## config.mk

```make
export PLATFORM = sky130hd
export DESIGN_NAME = sercmd_port
export DESIGN_NICKNAME = d
export VERILOG_FILES = /design/src/rtl/sercmd_pkg.sv /design/src/rtl/sercmd_sync.sv /design/src/rtl/sercmd_fsm.sv /design/src/rtl/sercmd_store.sv /design/src/rtl/sercmd_port.sv
export SDC_FILE = /design/constraint.sdc
export NUM_CORES = 2
export LEC_CHECK = 0
export BUFFER_PORTS_ARGS = -buffer_cell sky130_fd_sc_hd__buf_4
export CELL_PAD_IN_SITES_DETAIL_PLACEMENT = 1
export CELL_PAD_IN_SITES_GLOBAL_PLACEMENT = 2
export CORE_ASPECT_RATIO = 1.75
export CORE_UTILIZATION = 47
export CTS_CLUSTER_SIZE = 25
export DETAILED_ROUTE_END_ITERATION = 12
export GPL_TIMING_DRIVEN = 0
export PLACE_DENSITY_LB_ADDON = 0.25
export RECOVER_POWER = 100
export SYNTH_ARGS = -nofsm -noshare
export SYNTH_HDL_FRONTEND = slang
export SYNTH_SLANG_ARGS = --single-unit
```

## constraint.sdc

```tcl
create_clock -name clk -period 4.25 [get_ports clk]
set_input_delay 0.6375 -clock clk [delete_from_list [all_inputs] [get_ports clk]]
set_output_delay 0.6375 -clock clk [all_outputs]
set_load 0.03 [all_outputs]
```

## src/rtl/sercmd_pkg.sv

```systemverilog
package sercmd_pkg;

    typedef enum logic [1:0] {
        SP_LOC = 2'b00,
        SP_GLB = 2'b01,
        SP_RSV = 2'b10,
        SP_COE = 2'b11
    } space_e;

    typedef enum logic [1:0] {
        ST_CMD = 2'b00,
        ST_WR  = 2'b01,
        ST_RD  = 2'b10
    } state_e;

    localparam logic [7:0] ID_BYTE = 8'h81;

endpackage

```

## src/rtl/sercmd_sync.sv

```systemverilog
module sercmd_sync (
    input  logic clk,
    input  logic rst_n,
    input  logic cs_n,
    input  logic sclk,
    input  logic sdi,
    output logic sel,
    output logic rise,
    output logic fall,
    output logic din
);
    logic [2:0] sck_q;
    logic [1:0] cs_q;
    logic [1:0] di_q;

    always_ff @(posedge clk or negedge rst_n) begin
        if (!rst_n) begin
            sck_q <= '0;
            cs_q  <= 2'b11;
            di_q  <= '0;
        end else begin
            sck_q <= {sck_q[1:0], sclk};
            cs_q  <= {cs_q[0], cs_n};
            di_q  <= {di_q[0], sdi};
        end
    end

    assign sel  = ~cs_q[1];
    assign rise = sck_q[1] & ~sck_q[2];
    assign fall = ~sck_q[1] & sck_q[2];
    assign din  = di_q[1];
endmodule

```

## src/rtl/sercmd_fsm.sv

```systemverilog
module sercmd_fsm
    import sercmd_pkg::*;
#(
    parameter int NGLB   = 8,
    parameter int NLPAIR = 4,
    parameter int NBLK   = 4,
    parameter int BWORDS = 8,
    localparam int GW  = $clog2(NGLB),
    localparam int LW  = $clog2(2 * NLPAIR),
    localparam int CAW = $clog2(NBLK * BWORDS),
    localparam int WW  = $clog2(BWORDS),
    localparam int BIW = $clog2(2 * BWORDS + 1)
) (
    input  logic           clk,
    input  logic           rst_n,
    input  logic           sel,
    input  logic           rise,
    input  logic           fall,
    input  logic           din,
    output logic           sdo,
    output logic           glb_we,
    output logic [GW-1:0]  glb_idx,
    output logic           loc_we,
    output logic [LW-1:0]  loc_idx,
    output logic           coe_we,
    output logic [CAW-1:0] coe_addr,
    output logic [7:0]     wbyte,
    output logic [15:0]    wword,
    input  logic [7:0]     glb_q,
    input  logic [7:0]     loc_q,
    input  logic [15:0]    coe_q
);
    state_e           state, nstate;
    space_e           space;
    logic [2:0]       cnt;
    logic [6:0]       sh;
    logic [7:0]       tx, hi, rxb, rd_byte;
    logic [4:0]       addr;
    logic [BIW-1:0]   bidx, blen;
    logic             byte_done, in_wr, glb_ok, loc_ok;

    assign rxb       = {sh, din};
    assign byte_done = sel & rise & (cnt == 3'd7);
    assign in_wr     = byte_done && (state == ST_WR);
    assign glb_ok    = addr < 5'(NGLB);
    assign loc_ok    = (addr != 5'd0) && (addr <= 5'(NLPAIR));

    always_comb begin
        unique case (space)
            SP_LOC:  blen = BIW'(2);
            SP_COE:  blen = BIW'(2 * BWORDS);
            default: blen = BIW'(1);
        endcase
    end

    assign glb_idx  = addr[GW-1:0];
    assign loc_idx  = LW'({addr, 1'b0} - 6'd1 - 6'(bidx));
    assign coe_addr = {addr[CAW-1:WW], WW'(BWORDS - 1) - bidx[WW:1]};
    assign wbyte    = rxb;
    assign wword    = {hi, rxb};
    assign glb_we   = in_wr && (space == SP_GLB) && glb_ok;
    assign loc_we   = in_wr && (space == SP_LOC) && loc_ok;
    assign coe_we   = in_wr && (space == SP_COE) && bidx[0];

    always_comb begin
        unique case (space)
            SP_GLB:  rd_byte = glb_ok ? glb_q : 8'h00;
            SP_LOC:  rd_byte = loc_ok ? loc_q : 8'h00;
            SP_COE:  rd_byte = bidx[0] ? coe_q[7:0] : coe_q[15:8];
            default: rd_byte = 8'h00;
        endcase
    end

    // next state
    always_comb begin
        nstate = state;
        if (!sel) begin
            nstate = ST_CMD;
        end else if (byte_done) begin
            unique case (state)
                ST_CMD:  nstate = rxb[7] ? ST_WR : ST_RD;
                ST_WR:   if (bidx == blen - BIW'(1)) nstate = ST_CMD;
                ST_RD:   if (bidx == blen) nstate = ST_CMD;
                default: nstate = ST_CMD;
            endcase
        end
    end

    // state register
    always_ff @(posedge clk or negedge rst_n) begin
        if (!rst_n) state <= ST_CMD;
        else        state <= nstate;
    end

    // shifting, command capture and serial output
    always_ff @(posedge clk or negedge rst_n) begin
        if (!rst_n) begin
            cnt   <= '0;
            sh    <= '0;
            tx    <= '0;
            hi    <= '0;
            addr  <= '0;
            space <= SP_GLB;
            bidx  <= '0;
            sdo   <= 1'b0;
        end else if (!sel) begin
            cnt  <= '0;
            bidx <= '0;
            sdo  <= 1'b0;
        end else begin
            if (rise) begin
                cnt <= cnt + 3'd1;
                sh  <= {sh[5:0], din};
            end
            if (fall) sdo <= (state == ST_RD) ? tx[3'd7 - cnt] : 1'b0;
            if (byte_done) begin
                unique case (state)
                    ST_CMD: begin
                        space <= space_e'(rxb[6:5]);
                        addr  <= rxb[4:0];
                        bidx  <= '0;
                        tx    <= ID_BYTE;
                    end
                    ST_WR: begin
                        if (!bidx[0]) hi <= rxb;
                        bidx <= bidx + BIW'(1);
                    end
                    ST_RD: begin
                        tx   <= rd_byte;
                        bidx <= bidx + BIW'(1);
                    end
                    default: ;
                endcase
            end
        end
    end

    // deselect returns to command collection with a clean bit count
    a_r9_cs_abort: assert property (@(posedge clk) disable iff (!rst_n)
        !sel |=> (state == ST_CMD && cnt == 3'd0));

    // output quiet when deselected
    a_r5_sdo_quiet: assert property (@(posedge clk) disable iff (!rst_n)
        !sel |=> !sdo);

    // output moves only on a falling serial edge
    a_r5_sdo_hold: assert property (@(posedge clk) disable iff (!rst_n)
        (sel && !fall) |=> $stable(sdo));

    // one target space per strobe
    a_r1_single_target: assert property (@(posedge clk) disable iff (!rst_n)
        $onehot0({glb_we, loc_we, coe_we}));

    // a write never runs past its transaction length
    a_r6_burst_len: assert property (@(posedge clk) disable iff (!rst_n)
        (state == ST_WR) |-> (bidx < blen));
endmodule

```

## src/rtl/sercmd_store.sv

```systemverilog
module sercmd_store #(
    parameter int NCH      = 4,
    parameter int NGLB     = 8,
    parameter int NLPAIR   = 4,
    parameter int NBLK     = 4,
    parameter int BWORDS   = 8,
    parameter int TONE_BLK = 2,
    parameter int CE_REG   = 5,
    parameter int CE_LSB   = 4,
    localparam int GW  = $clog2(NGLB),
    localparam int LW  = $clog2(2 * NLPAIR),
    localparam int CAW = $clog2(NBLK * BWORDS),
    localparam int WW  = $clog2(BWORDS),
    localparam int CHW = (NCH > 1) ? $clog2(NCH) : 1
) (
    input  logic           clk,
    input  logic           rst_n,
    input  logic           glb_we,
    input  logic [GW-1:0]  glb_idx,
    input  logic           loc_we,
    input  logic [LW-1:0]  loc_idx,
    input  logic           coe_we,
    input  logic [CAW-1:0] coe_addr,
    input  logic [7:0]     wbyte,
    input  logic [15:0]    wword,
    output logic [7:0]     glb_q,
    output logic [7:0]     loc_q,
    output logic [15:0]    coe_q
);
    logic [7:0]            greg [NGLB];
    logic [15:0]           cshr [NBLK * BWORDS];
    logic [NCH-1:0]        ce;
    logic                  tone;
    logic [15:0]           wmask;
    logic [CHW-1:0]        first;
    logic [NCH-1:0][7:0]   loc_ch;
    logic [NCH-1:0][15:0]  coe_ch;

    assign ce    = greg[CE_REG][CE_LSB +: NCH];
    assign tone  = coe_addr[CAW-1:WW] == (CAW - WW)'(TONE_BLK);
    assign wmask = wword & 16'hFFFC;

    always_ff @(posedge clk or negedge rst_n) begin
        if (!rst_n) begin
            for (int i = 0; i < NGLB; i++) greg[i] <= '0;
        end else if (glb_we) begin
            greg[glb_idx] <= wbyte;
        end
    end

    always_ff @(posedge clk or negedge rst_n) begin
        if (!rst_n) begin
            for (int i = 0; i < NBLK * BWORDS; i++) cshr[i] <= '0;
        end else if (coe_we && !tone) begin
            cshr[coe_addr] <= wmask;
        end
    end

    for (genvar ch = 0; ch < NCH; ch++) begin : g_ch
        logic [7:0]  lmem [2 * NLPAIR];
        logic [15:0] tmem [BWORDS];

        always_ff @(posedge clk or negedge rst_n) begin
            if (!rst_n) begin
                for (int i = 0; i < 2 * NLPAIR; i++) lmem[i] <= '0;
                for (int i = 0; i < BWORDS; i++)     tmem[i] <= '0;
            end else begin
                if (loc_we && ce[ch])         lmem[loc_idx] <= wbyte;
                if (coe_we && tone && ce[ch]) tmem[coe_addr[WW-1:0]] <= wmask;
            end
        end

        assign loc_ch[ch] = lmem[loc_idx];
        assign coe_ch[ch] = tmem[coe_addr[WW-1:0]];
    end

    always_comb begin
        first = '0;
        for (int c = NCH - 1; c >= 0; c--) begin
            if (ce[c]) first = CHW'(c);
        end
    end

    assign glb_q = greg[glb_idx];
    assign loc_q = (|ce) ? loc_ch[first] : 8'h00;
    assign coe_q = tone ? ((|ce) ? coe_ch[first] : 16'h0000) : cshr[coe_addr];

    // stored coefficient words never carry the two low bits
    a_r7_low_bits: assert property (@(posedge clk) disable iff (!rst_n)
        coe_q[1:0] == 2'b00);

    // with every channel disabled nothing per-channel is visible
    a_r3_no_channel: assert property (@(posedge clk) disable iff (!rst_n)
        (ce == '0) |-> (loc_q == 8'h00));
endmodule

```

## src/rtl/sercmd_port.sv

```systemverilog
module sercmd_port #(
    parameter int NCH      = 4,
    parameter int NGLB     = 8,
    parameter int NLPAIR   = 4,
    parameter int NBLK     = 4,
    parameter int BWORDS   = 8,
    parameter int TONE_BLK = 2,
    parameter int CE_REG   = 5,
    parameter int CE_LSB   = 4
) (
    input  logic clk,
    input  logic rst_n,
    input  logic cs_n,
    input  logic sclk,
    input  logic sdi,
    output logic sdo
);
    localparam int GW  = $clog2(NGLB);
    localparam int LW  = $clog2(2 * NLPAIR);
    localparam int CAW = $clog2(NBLK * BWORDS);

    logic           sel, rise, fall, din;
    logic           glb_we, loc_we, coe_we;
    logic [GW-1:0]  glb_idx;
    logic [LW-1:0]  loc_idx;
    logic [CAW-1:0] coe_addr;
    logic [7:0]     wbyte, glb_q, loc_q;
    logic [15:0]    wword, coe_q;

    sercmd_sync u_sync (
        .clk(clk), .rst_n(rst_n), .cs_n(cs_n), .sclk(sclk), .sdi(sdi),
        .sel(sel), .rise(rise), .fall(fall), .din(din)
    );

    sercmd_fsm #(
        .NGLB(NGLB), .NLPAIR(NLPAIR), .NBLK(NBLK), .BWORDS(BWORDS)
    ) u_fsm (
        .clk(clk), .rst_n(rst_n), .sel(sel), .rise(rise), .fall(fall), .din(din),
        .sdo(sdo),
        .glb_we(glb_we), .glb_idx(glb_idx),
        .loc_we(loc_we), .loc_idx(loc_idx),
        .coe_we(coe_we), .coe_addr(coe_addr),
        .wbyte(wbyte), .wword(wword),
        .glb_q(glb_q), .loc_q(loc_q), .coe_q(coe_q)
    );

    sercmd_store #(
        .NCH(NCH), .NGLB(NGLB), .NLPAIR(NLPAIR), .NBLK(NBLK), .BWORDS(BWORDS),
        .TONE_BLK(TONE_BLK), .CE_REG(CE_REG), .CE_LSB(CE_LSB)
    ) u_store (
        .clk(clk), .rst_n(rst_n),
        .glb_we(glb_we), .glb_idx(glb_idx),
        .loc_we(loc_we), .loc_idx(loc_idx),
        .coe_we(coe_we), .coe_addr(coe_addr),
        .wbyte(wbyte), .wword(wword),
        .glb_q(glb_q), .loc_q(loc_q), .coe_q(coe_q)
    );
endmodule

```

==> run summary <==
* number of CTS-inserted buffers: 108
* number of global-route vias before repair: 39500
* number of synthesized flops with an enable pin: 0
* Crit path arrival time: 5.02 ns
* worst reg2reg startpoint: u_fsm.bidx[3]
* Setup Viol. Count Final: 10
* power after layout: 23.0 mW
* post-synth net total: 3888
* final critical path time including I/O delays and setup: 4.34 ns
* post-synthesis async set-or-reset flop share: 100%
* nature of the critical path endpoint: flop
* worst slew slack as a fraction of its limit: -77.8%
* Worst IR Drop VDD: 398 uV
* total of fill cells in the finished design: 11100
* Setup crit start: u_fsm.bidx[3]
* Critical path destination: u_fsm.tx[2]
* pin count of the biggest net entering global routing: 166
* number of placement rows: 163
* total area of sequential cells: 0.0288 mm^2
* number of design rule violations left after detail routing: 0
* drt pass-1 iters: 7
* total power per unit cell area: 386 mW/mm^2
* width of the chip: 258 um
* Avg Synthesized Cell Area: 13.9 um^2
* HPWL after detailed placement: 150 mm
* post-CTS setup buffer count: 0
* commonest non-fill, non-tap cells in the layout: 1172 x mux2_2, 1149 x dfrtp_1, 220 x nand2_1
* top-level I/O count: 6
* wire length of the first global-routing pass: 303 mm
* main flop type after synthesis: dfrtp_1
* core box area: 0.113 mm^2
* nets@finish: 4018
* final WL: 213 mm
* post-synthesis sequential area ratio: 53.7%
* Detail Route Antenna Nets: 0
* leading cell type in the layout, fill and taps excluded: mux2_2
* cells on worst reg2reg path: 10
* area growth from synthesis to final layout: 11.2%
* detail-routed net length per standard cell: 38.1 um
* failing checks: max-capacitance violations, max-slew violations, negative setup slack
* R2R Path End: u_fsm.tx[2]
* GP Congestion: 0.993
* Required @ worst endpoint: 4.93 ns
* global-route usage over all layers: 37.5%
* run status: complete, but fails checks
* area of the die: 0.116 mm^2
* final worst hold slack: 0.356 ns
* starting utilization of the core area: 47.5%
* Die Y: 449 um
* Max-Cap Viols: 7
* leak pwr: 28.5 nW
* Cell Area, Synth: 0.0537 mm^2
* final worst setup slack: -0.0924 ns
* highest clock frequency the design can meet: 230 MHz
* Layout Skew: 0.0336 ns
* total via count in the routed design: 36200
* slew at the pin closest to its max-slew limit: 2.67 ns
* worst reg-to-reg setup slack: -0.09 ns
* worst skew pair latency: 0.76 ns
* Buffers on Ports: 5
* clock tree sinks: 1152
* number of design-rule violations left by the first detailed-router iteration: 2873
* synthesized flop and latch total: 1152
* CTS root buffer: clkbuf_16
* final hold violation count: 0
* clock input transition at the sequential cells of the worst setup and hold paths: 0.07 ns
* cell count after synthesis: 3871
* antenna violations before repair: 7
* crit start category: flop
* worst min-delay path class: reg2reg
* critical setup path kind: reg2reg
* total grt overflow: 0
* Worst Path Max Fanout: 10
* post-DR vias/cell: 6.49
* CTS HTree Levels: 3
* Distinct cells, synth: 86
* TritonCTS clock tree: done
* fraction of final layout cells sized beyond drive strength 1: 42.5%
* final worst-path cycle share: 102%
* buffer levels on the longest clock path: 3
* multi-input logic area: 0.0233 mm^2
* final number of max-transition violations: 460
* Warnings, synthesis: 0
## flip-flops by register name (all words and copies together) (netlist names)
signal	cells
u_fsm.tx	8
u_store.g_ch.tmem	448
u_fsm.space	2
u_fsm.state	2
u_sync.cs_q	2
u_fsm.addr	5
u_store.ce	4
u_sync.sck_q	3
u_store.greg	60
u_fsm.sdo	1
u_fsm.bidx	5
u_fsm.hi	8
u_sync.di_q	2
u_store.cshr	336
u_fsm.cnt	3
u_fsm.sh	7
u_store.g_ch.lmem	256
## logic make-up (layout without fill, tap and decap cells)
family                     Yosys count  in the layout  share of synthesized area, %
DFF                               1152           1152                          53.7
and+or+nand+nor                    525            525                          4.47
AOI/OAI and AO/OA                  400            400                          5.12
other                                0              4                             0
adders and majority gates           12             12                         0.279
xor gates and xnor gates             9              9                         0.200
muxes                             1420           1420                          33.1
buffers and inverters              353            573                          3.19
## Yosys cell counts (all sizes together), types with 5 or more instances
master,count,area (um^2)
mux2,1177,13300
o211ai,9,67.6
a221o,8,80.1
inv,13,48.8
o221ai,25,219
and2,10,62.6
a21oi,80,400
a2111oi,11,109
ha,12,150
xnor2,5,43.8
a22oi,17,128
o21a,5,37.5
a211oi,20,150
mux2i,78,781
a31oi,25,156
nor3,25,145
o31ai,9,67.6
nand3,59,295
nand4,7,43.8
mux4,165,3730
nand2,221,830
or4,5,37.5
a221oi,25,219
buf,176,1050
nor2,119,462
nor4,8,56.3
or2,6,37.5
dfrtp,1149,28800
o22ai,32,200
a311oi,8,70.1
o21ai,74,374
clkbuf,161,608
nand2b,15,93.8
o32ai,5,43.8
and3,19,119
nor2b,17,109
## repair_timing
item / in CTS / in global routing
gates resized for setup: 55 / 19
pin swaps: 2 / 4
hold endpoints to repair: 119 / 0
cloned: 1 / 2
setup endpoints to repair: 395 / 149
hold buffers: 6 / 0
## power by group
part / total, mW / switching [mW] / internal, mW
combinational: 1.83 / 1.62 / 0.209
clock: 10.2 / 4.52 / 5.67
sequential: 11.0 / 0.0183 / 11.0
total: 23.0 / 6.16 / 16.9
## worst min path at each step
stage | startpoint | to | slack (ns) | cells past startpoint
after floorplan | u_sync.di_q[0] | u_sync.di_q[1] | 0.33 | 0
after global placement | u_sync.di_q[0] | u_sync.di_q[1] | 0.34 | 0
after detailed placement | u_sync.di_q[0] | u_sync.di_q[1] | 0.35 | 0
after CTS | u_sync.di_q[0] | u_sync.di_q[1] | 0.36 | 0
after global routing | u_sync.di_q[0] | u_sync.di_q[1] | 0.37 | 0
final | u_sync.di_q[0] | u_sync.di_q[1] | 0.36 | 0
## through the flow
step	std cells	util, %	TNS, ns	setup slack (ns)	cell area, um^2
6_report	5580	52.9	-0.280	-0.0924	59700
5_1_grt	5576	52.9	-0.00214	-0.00214	59700
4_1_cts	5576	52.9	-0.000215	-0.000215	59800
3_5_place_dp	5370	49.4	-355.18	-1.67	55900
3_3_place_gp	5361	49.2	-	-11.75	55600
2_1_floorplan	3871	-	0	1.21	53700
## layer usage
metal  wire (um)  up-vias  part of all wire, %  track usage [%]
li1            -    14500                    -                -
met1       74000    19600                   35             41.7
met2      105000     1443                   49             62.1
met3       12000      697                  5.7             7.23
met4       21500        4                   10             31.4
met5          27        -                0.013                0
## cell type report
cell class / count / area share, %
Timing Repair Buffer: 23 / 0.545
Multi-Input combinational cell: 2366 / 39.0
Tap cell: 1485 / 3.11
Buffer: 334 / 2.89
Clock buffer: 155 / 5.31
Clock inverter: 45 / 0.779
Sequential cell: 1152 / 48.3
Antenna cell: 4 / 0.0168
Inverter: 16 / 0.111
## critical path, cell delays in order, from the launching register on
cell       delay, ns
dfrtp_1         0.47
buf_2           0.28
inv_1           0.18
buf_1           0.70
clkbuf_1        1.02
nor2_1          0.12
a21oi_1         0.15
o21ai_0         0.15
o21ai_0         0.54
o2111ai_1       0.40
o211ai_1        0.24
Power figures use the tool's default switching activity.
